## config.mk

```make
export PLATFORM = sky130hd
export DESIGN_NAME = irq_ctrl_top
export DESIGN_NICKNAME = d
export VERILOG_FILES = /design/src/rtl/irq_ctrl_pkg.sv /design/src/rtl/irq_sync.sv /design/src/rtl/irq_ext_shape.sv /design/src/rtl/irq_regs.sv /design/src/rtl/irq_prio.sv /design/src/rtl/irq_ctrl_top.sv
export SDC_FILE = /design/constraint.sdc
export NUM_CORES = 1
export LEC_CHECK = 0
export ABC_AREA = 1
export BUFFER_PORTS_ARGS = -buffer_cell sky130_fd_sc_hd__buf_2
export CORE_MARGIN = 5
export CORE_UTILIZATION = 45
export CTS_CLUSTER_SIZE = 10
export DETAILED_ROUTE_END_ITERATION = 10
export PLACE_DENSITY = 0.72
export SETUP_SLACK_MARGIN = 0.1
export SLEW_MARGIN = 40
export SYNTH_ARGS = -nofsm -noshare
export SYNTH_HDL_FRONTEND = slang
export SYNTH_SLANG_ARGS = --single-unit
```

## constraint.sdc

```tcl
create_clock -name clk -period 3.3 [get_ports clk]
set_clock_uncertainty 0.15 [all_clocks]
set_input_delay 0.33 -clock clk [delete_from_list [all_inputs] [get_ports clk]]
set_output_delay 0.33 -clock clk [all_outputs]
set_load 0.005 [all_outputs]
```

## src/rtl/irq_ctrl_pkg.sv

```systemverilog
package irq_ctrl_pkg;

    localparam int NSRC     = 15;
    localparam int NEXT     = 5;
    localparam int NPER     = 8;
    localparam int NHWE     = 3;
    localparam int REG_W    = 16;
    localparam int CODE_W   = 4;
    localparam int IDX_HWE  = 0;
    localparam int IDX_WDOG = NSRC - 1;
    localparam int NMASK    = NSRC - 1;
    localparam int SHP_EDGE = 8;

    typedef logic [NSRC-1:0]   src_vec_t;
    typedef logic [CODE_W-1:0] code_t;

    typedef struct packed {
        logic  valid;
        code_t code;
    } irq_req_t;

    typedef struct packed {
        logic [NEXT-1:0] edge_mode;
        logic [NEXT-1:0] act_high;
    } shape_t;

    typedef enum logic [1:0] {
        RA_PEND  = 2'd0,
        RA_MASK  = 2'd1,
        RA_SHAPE = 2'd2,
        RA_NONE  = 2'd3
    } reg_addr_e;

    function automatic int ext_src_idx(input int k);
        case (k)
            0:       return 1;
            1:       return 2;
            2:       return 9;
            3:       return 10;
            default: return 13;
        endcase
    endfunction

    function automatic int per_src_idx(input int p);
        case (p)
            0:       return 3;
            1:       return 4;
            2:       return 5;
            3:       return 6;
            4:       return 7;
            5:       return 8;
            6:       return 11;
            default: return 12;
        endcase
    endfunction

    function automatic irq_req_t pick_highest(input src_vec_t elig);
        irq_req_t r;
        r = '0;
        for (int i = 0; i < NSRC; i++) begin
            if (elig[i]) begin
                r.valid = 1'b1;
                r.code  = code_t'(i + 1);
            end
        end
        return r;
    endfunction

endpackage

```

## src/rtl/irq_sync.sv

```systemverilog
module irq_sync #(
    parameter int   STAGES  = 2,
    parameter logic RST_VAL = 1'b0
) (
    input  logic clk,
    input  logic rst,
    input  logic d_i,
    output logic q_o
);
    logic [STAGES-1:0] chain;

    always_ff @(posedge clk) begin
        if (rst) chain <= {STAGES{RST_VAL}};
        else     chain <= {chain[STAGES-2:0], d_i};
    end

    assign q_o = chain[STAGES-1];
endmodule

```

## src/rtl/irq_ext_shape.sv

```systemverilog
module irq_ext_shape
    import irq_ctrl_pkg::*;
#(
    parameter int NPIN   = NEXT,
    parameter int STAGES = 2
) (
    input  logic            clk,
    input  logic            rst,
    input  logic [NPIN-1:0] pin_i,
    input  logic [NPIN-1:0] act_high_i,
    output logic [NPIN-1:0] level_o,
    output logic [NPIN-1:0] edge_o
);
    logic [NPIN-1:0] synced;
    logic [NPIN-1:0] level_q;

    for (genvar k = 0; k < NPIN; k++) begin : g_pin
        irq_sync #(.STAGES(STAGES), .RST_VAL(1'b1)) u_sync (
            .clk (clk),
            .rst (rst),
            .d_i (pin_i[k]),
            .q_o (synced[k])
        );
        assign level_o[k] = act_high_i[k] ? synced[k] : ~synced[k];
    end

    always_ff @(posedge clk) begin
        if (rst) level_q <= '0;
        else     level_q <= level_o;
    end

    assign edge_o = level_o & ~level_q;
endmodule

```

## src/rtl/irq_regs.sv

```systemverilog
module irq_regs
    import irq_ctrl_pkg::*;
(
    input  logic             clk,
    input  logic             rst,
    input  src_vec_t         set_vec_i,
    input  src_vec_t         lvl_sel_i,
    input  src_vec_t         lvl_val_i,
    input  logic             ack_i,
    input  code_t            ack_code_i,
    input  logic             we_i,
    input  logic [1:0]       addr_i,
    input  logic [REG_W-1:0] wdata_i,
    output logic [REG_W-1:0] rdata_o,
    output src_vec_t         pend_o,
    output src_vec_t         mask_o,
    output shape_t           shape_o
);
    src_vec_t         pend_q, pend_nxt;
    logic [NMASK-1:0] mask_q;
    shape_t           shape_q;
    reg_addr_e        ra;
    logic             wr_pend;
    logic             unused_wdata_msb;

    assign ra               = reg_addr_e'(addr_i);
    assign wr_pend          = we_i && (ra == RA_PEND);
    assign unused_wdata_msb = wdata_i[REG_W-1];

    always_comb begin
        for (int i = 0; i < NSRC; i++) begin
            pend_nxt[i] = wr_pend ? wdata_i[i] : pend_q[i];
            if (ack_i && (ack_code_i == code_t'(i + 1))) pend_nxt[i] = 1'b0;
            if (set_vec_i[i]) pend_nxt[i] = 1'b1;
            if (lvl_sel_i[i]) pend_nxt[i] = lvl_val_i[i];
        end
    end

    always_ff @(posedge clk) begin
        if (rst) begin
            pend_q  <= '0;
            mask_q  <= '1;
            shape_q <= '0;
        end else begin
            pend_q <= pend_nxt;
            if (we_i && (ra == RA_MASK)) mask_q <= wdata_i[NMASK-1:0];
            if (we_i && (ra == RA_SHAPE)) begin
                shape_q.act_high  <= wdata_i[NEXT-1:0];
                shape_q.edge_mode <= wdata_i[SHP_EDGE +: NEXT];
            end
        end
    end

    always_comb begin
        rdata_o = '0;
        unique case (ra)
            RA_PEND:  rdata_o[NSRC-1:0]  = pend_q;
            RA_MASK:  rdata_o[NMASK-1:0] = mask_q;
            RA_SHAPE: begin
                rdata_o[NEXT-1:0]        = shape_q.act_high;
                rdata_o[SHP_EDGE +: NEXT] = shape_q.edge_mode;
            end
            RA_NONE:  rdata_o = '0;
        endcase
    end

    assign pend_o  = pend_q;
    assign mask_o  = {1'b0, mask_q};
    assign shape_o = shape_q;
endmodule

```

## src/rtl/irq_prio.sv

```systemverilog
module irq_prio
    import irq_ctrl_pkg::*;
(
    input  logic     clk,
    input  logic     rst,
    input  src_vec_t pend_i,
    input  src_vec_t mask_i,
    output irq_req_t req_o
);
    src_vec_t elig;
    irq_req_t win;

    assign elig = pend_i & ~mask_i;

    always_comb win = pick_highest(elig);

    always_ff @(posedge clk) begin
        if (rst) req_o <= '0;
        else     req_o <= win;
    end
endmodule

```

## src/rtl/irq_ctrl_top.sv

```systemverilog
module irq_ctrl_top
    import irq_ctrl_pkg::*;
#(
    parameter int SYNC_STAGES = 2
) (
    input  logic              clk,
    input  logic              rst,
    input  logic [NPER-1:0]   periph_evt_i,
    input  logic [NHWE-1:0]   hw_err_i,
    input  logic              wdog_evt_i,
    input  logic              wdog_pin_i,
    input  logic [NEXT-1:0]   ext_pin_i,
    input  logic              ack_i,
    input  logic [CODE_W-1:0] ack_code_i,
    input  logic              reg_we_i,
    input  logic [1:0]        reg_addr_i,
    input  logic [REG_W-1:0]  reg_wdata_i,
    output logic [REG_W-1:0]  reg_rdata_o,
    output logic              req_valid_o,
    output logic [CODE_W-1:0] req_code_o,
    output logic [NEXT-1:0]   ext_ack_o
);
    src_vec_t        set_vec, lvl_sel, lvl_val, pend_vec, mask_vec;
    shape_t          shape;
    logic [NEXT-1:0] ext_lvl, ext_edge, ext_ack_nxt;
    logic            wdog_pin_s;
    irq_req_t        req;

    irq_sync #(.STAGES(SYNC_STAGES), .RST_VAL(1'b0)) u_wdog_sync (
        .clk (clk),
        .rst (rst),
        .d_i (wdog_pin_i),
        .q_o (wdog_pin_s)
    );

    irq_ext_shape #(.NPIN(NEXT), .STAGES(SYNC_STAGES)) u_shape (
        .clk        (clk),
        .rst        (rst),
        .pin_i      (ext_pin_i),
        .act_high_i (shape.act_high),
        .level_o    (ext_lvl),
        .edge_o     (ext_edge)
    );

    always_comb begin
        set_vec = '0;
        lvl_sel = '0;
        lvl_val = '0;
        for (int p = 0; p < NPER; p++) set_vec[per_src_idx(p)] = periph_evt_i[p];
        set_vec[IDX_HWE]  = |hw_err_i;
        set_vec[IDX_WDOG] = wdog_evt_i | wdog_pin_s;
        for (int k = 0; k < NEXT; k++) begin
            set_vec[ext_src_idx(k)] = shape.edge_mode[k] & ext_edge[k];
            lvl_sel[ext_src_idx(k)] = ~shape.edge_mode[k];
            lvl_val[ext_src_idx(k)] = ext_lvl[k];
        end
    end

    irq_regs u_regs (
        .clk        (clk),
        .rst        (rst),
        .set_vec_i  (set_vec),
        .lvl_sel_i  (lvl_sel),
        .lvl_val_i  (lvl_val),
        .ack_i      (ack_i),
        .ack_code_i (ack_code_i),
        .we_i       (reg_we_i),
        .addr_i     (reg_addr_i),
        .wdata_i    (reg_wdata_i),
        .rdata_o    (reg_rdata_o),
        .pend_o     (pend_vec),
        .mask_o     (mask_vec),
        .shape_o    (shape)
    );

    irq_prio u_prio (
        .clk    (clk),
        .rst    (rst),
        .pend_i (pend_vec),
        .mask_i (mask_vec),
        .req_o  (req)
    );

    always_comb begin
        for (int k = 0; k < NEXT; k++)
            ext_ack_nxt[k] = ack_i && (ack_code_i == code_t'(ext_src_idx(k) + 1));
    end

    always_ff @(posedge clk) begin
        if (rst) ext_ack_o <= '0;
        else     ext_ack_o <= ext_ack_nxt;
    end

    assign req_valid_o = req.valid;
    assign req_code_o  = req.code;
endmodule

```

Word level (Yosys, flattened, before mapping)
Index checks and enable logic that the tools add are counted.

Flip-flop bits (word level): 66. Bits in latches: 0. Bits in writable memories: 0. Bits in read-only memories: 0. Bits of input ports: 44. Memories: 0.

Add/sub/neg operators: 0. $mul: 0. Div/mod/pow operators: 0. Magnitude comparators: 0. Eq/ne operators: 23. Shifts and indexed selects: 0. Muxes and demuxes: 75. Bitwise logic cells: 15. Reductions and logical operators: 30.

Operators with widths (number): $mux W5 (15); $mux W1 (56); $pmux W5 S4 (2); $eq A4 B4 Y1 const B (8); $reduce_bool A3 Y1 (10); $ne A4 B4 Y1 const B (5); $logic_and A1 B1 Y1 (18); $eq A4 B3 Y1 const B (4); $and A15 B15 Y15 (1); $not A14 Y15 (1); $eq A4 B2 Y1 const B (2); $pmux W3 S2 (1); $and A1 B1 Y1 (5); $and A5 B5 Y5 (1); $not A1 Y1 (5); $not A5 Y5 (1); $eq A2 B2 Y1 const B (2); $eq A4 B1 Y1 const B (1); $reduce_or A3 Y1 (1); $eq A2 B1 Y1 const B (1); $logic_not A2 Y1 (1); $pmux W1 S2 (1); $or A1 B1 Y1 (1).

Longest topological paths before layout
Depth after elaboration: 17. Gate-level depth with buffers: 16. Gate-level depth less buffers: 16.

By module
From an unflattened synthesis, not the netlist that was laid out.

Cells, all modules: 526. Area total of the unflattened synthesis: 3374.5 um^2.

Modules (own cells, without submodules): irq_regs (times used 1, cells each 329, area an instance 2114.5 um^2, sequential area each 780.7 um^2); irq_prio (times used 1, cells each 69, area an instance 404.1 um^2, sequential area each 100.1 um^2); irq_sync at u_shape.g_pin[0].u_sync ... (times used 5, cells each 7, area an instance 58.8 um^2, sequential area each 40.0 um^2); irq_ext_shape (times used 1, cells each 45, area an instance 262.8 um^2, sequential area each 100.1 um^2); irq_ctrl_top (times used 1, cells each 42, area an instance 244.0 um^2, sequential area each 100.1 um^2); irq_sync at u_wdog_sync (times used 1, cells each 6, area an instance 55.1 um^2, sequential area each 40.0 um^2).

Worst setup path before layout
OpenSTA, ideal clock, no wires.

Kind: input -> output. From: input reg_addr_i[0]. To: output reg_rdata_o[10]. Data arrival time: 0.991 ns. Setup slack: 1.829 ns. Cell stages on the path: 5. Path buffers: 1. Cell sequence: inv_1 nor2_1 inv_1 clkbuf_1 o211ai_1.

Cells in the longest elaborated chain, start to end: 2. Elaborated cells on any way between the ends: 5.

RTL lines: start, declared (RTL line irq_ctrl_top.sv:16) `input logic [1:0] reg_addr_i,`; $eq A2 B2 Y1 (tied with other cells) (RTL line irq_regs.sv:56) `unique case (ra)`; $pmux W5 S4 (*) (RTL line irq_regs.sv:56); end, declared (RTL line irq_ctrl_top.sv:18) `output logic [REG_W-1:0] reg_rdata_o,`.

Every way passes the cells marked *; elsewhere a longest branch is shown, timed or not.

Final worst setup path
From: input reg_addr_i[0]. To: output reg_rdata_o[4].

Same word-level chain as after synthesis.

==> out/results.ini <==
[status]
run_status=complete, no violations

[synth]
synth_cells=384
ys_ff_latch=66
synthTopCellsByCount=nand2_1, dfxtp_1, inv_1, nor2_1
synth_top_area_cell=dfxtp_1
yosys-top-cells-area=dfxtp_1, nand2_1, o211ai_1, inv_1, nor2_1
synth_top_area_frac=0.459
synthArstFlopShare=0
synth_edf_count=0
yosys_warnings=0
synth_cell_type_count=27
synth-simple-area-share=0.258
yosys.area_share.adder=0
synthXorXnorAreaFrac=0.0152
yosys-mux-area-fraction=0
syn_nets=428
yosysMostFrequentCell=nand2_1
syn_avg_cell_area_um2=7.50
ys.flop_type=dfxtp_1
yosysSeqAreaShare=0.459
synth_top_family_by_area=simple AND/OR/NAND/NOR gates
synthesis.area_mm2=0.00288
synth-compound-area-share=0.179

[sta]
whs_ns=0.0148
relSlewSlack=0.449
worstMarginPinSlew_ns=0.826
period_share=0.605
slew_viol_final=0
setup_viol=0
hold_viol=0
tns_ns=0
period_minus_slack_ns=2.00
rsz0062_at_grt=no
fin_ws_ns=1.30
fmax_mhz=501

[global_route]
grt_usage=0.187
grt_pass1_vias=2587
grt_start_max_net_pins=42
grt_pass1_wl_um=12400
antenna_found_initial=0
gr-total-overflow=0

[cts]
path_clk_slew_ns=0.07
h-tree-depth=3
ctsResizeCount=0
root_buffer=clkbuf_8
numClockSinks=66
tritoncts=built
cts_buffers=9
clk_latency_ns=0.34
cts_max_path_buffers=2

[worst_hold_path]
holdCritStartpoint=ext_pin_i[2]
hold_class=in2reg

[routing]
wl_per_cell_um=14.2
dr.first_iter.drc_count=173
remaining_drc_errors=0
vias=2683
drtPass1Iterations=4
via_per_inst=5.04
ant_nets=0
drt_wl_total_um=7530

[worst_setup_path]
crit_required_ns=2.82
worstSetupStartpoint=reg_addr_i[0]
path_class=in2out
regToRegStartpoint=u_regs.pend_o[0]
arrival_ns=1.52
cp_max_fo=13
r2r_slack_ns=1.66
crit_path_end_kind=primary output
cp-start-kind=input port

[power]
vdd_drop_max_v=0.000301
leakagePower_nw=1.67
p_per_area_mw_per_mm2=532
design_power_total_mw=1.86

[run]
maxCapViolations=0

[die]
num_rows=29
io_pins=70
start_util=0.459
die_h_um=90.0
dieWidth_um=90.0
die_area_mm2=0.00810
design.core.area_mm2=0.00628

[finish]
nFillCells=614
nets=494
utilization=0.558
stdcell_count=532
final_area_mm2=0.00350
drive_gt1_frac=0.233
syn2layout_area_growth_pct=21.6
n_antenna_cell=0

[placed_design]
place_area_mm2=0.00324
place_congestion=0.842
portBuffers=67
hpwl_um=5390
pre_cts_slack_ns=1.10
dp.cells=514

final cells by class:
type,instances,area [um2],share of cell area
inverters,45,171,0.0489
clock buffers,12,165,0.0472
clock inverters,4,72.6,0.0207
repair buffers,71,370,0.106
flip-flops and latches,66,1320,0.377
multi-input cells,257,1310,0.373
well taps,77,96.3,0.0275
worst paths after layout:
check | end | cells past startpoint
hold / removal | u_shape.g_pin[2].u_sync.chain[0] | 2
setup reg to reg | u_prio.req_o[0] | 16
hold reg to reg | u_shape.g_pin[1].u_sync.chain[1] | 1
setup / recovery | reg_rdata_o[4] | 6
per-layer routing:
metal  GRT usage  vias up  wire, um  part of all wire
met4      0.0856        0       163             0.022
li1            -     1377         -                 -
met1       0.244     1216      3430              0.45
met2       0.289       77      3500              0.47
met5           0        -         0                 0
met3      0.0476       13       437             0.058
cells in the final DEF (no fill, tap or decap), types with 3 or more instances in the layout:
cell      instances
inv_1            43
nand2_1         100
o221ai_1          4
nor2_1           35
dfxtp_1          66
clkbuf_8         12
o21a_1            6
o21ai_2           5
o22ai_1           4
a21oi_1          24
o211ai_1         24
o31ai_1           4
nor3_1            5
nand3_1          20
buf_2            67
or2_2            11
o21ai_0           3
xor2_1            5
critical path: stages:
cell and delay, ns:
buf_2 0.12, inv_1 0.04, nor2_1 0.23, inv_1 0.33, o221ai_1 0.29, buf_2 0.16
what timing repair did:
action | in CTS | in global routing
hold buffers | 2 | 0
buffers inserted | 0 | 0
setup endpoints to repair | 0 | 0
endpoints found under the hold margin | 2 | 0
cell families after synthesis:
family	count (synthesis)
xor+xnor	5
buf+inv	61
other cells	1
simple gates	174
compound gates	77
flops	66
flip-flops by register name, summed over array words and instances, names as in the netlist:
| register | flops |
|---|---|
| u_regs.pend_o | 15 |
| u_regs.mask_q | 14 |
| u_regs.shape_o | 10 |
| u_shape.g_pin.u_sync.chain | 10 |
| ext_ack_o | 5 |
| u_prio.req_o | 5 |
| u_shape.level_q | 5 |
| u_wdog_sync.chain | 2 |
power breakdown:
group          switching (mW)  internal [mW]  leakage, nW
logic                   0.127         0.0861         1.01
registers              0.0175          0.838        0.544
clock network           0.310          0.486        0.119
total                   0.454           1.41         1.67
No activity file was read; power rests on OpenSTA's default activity.
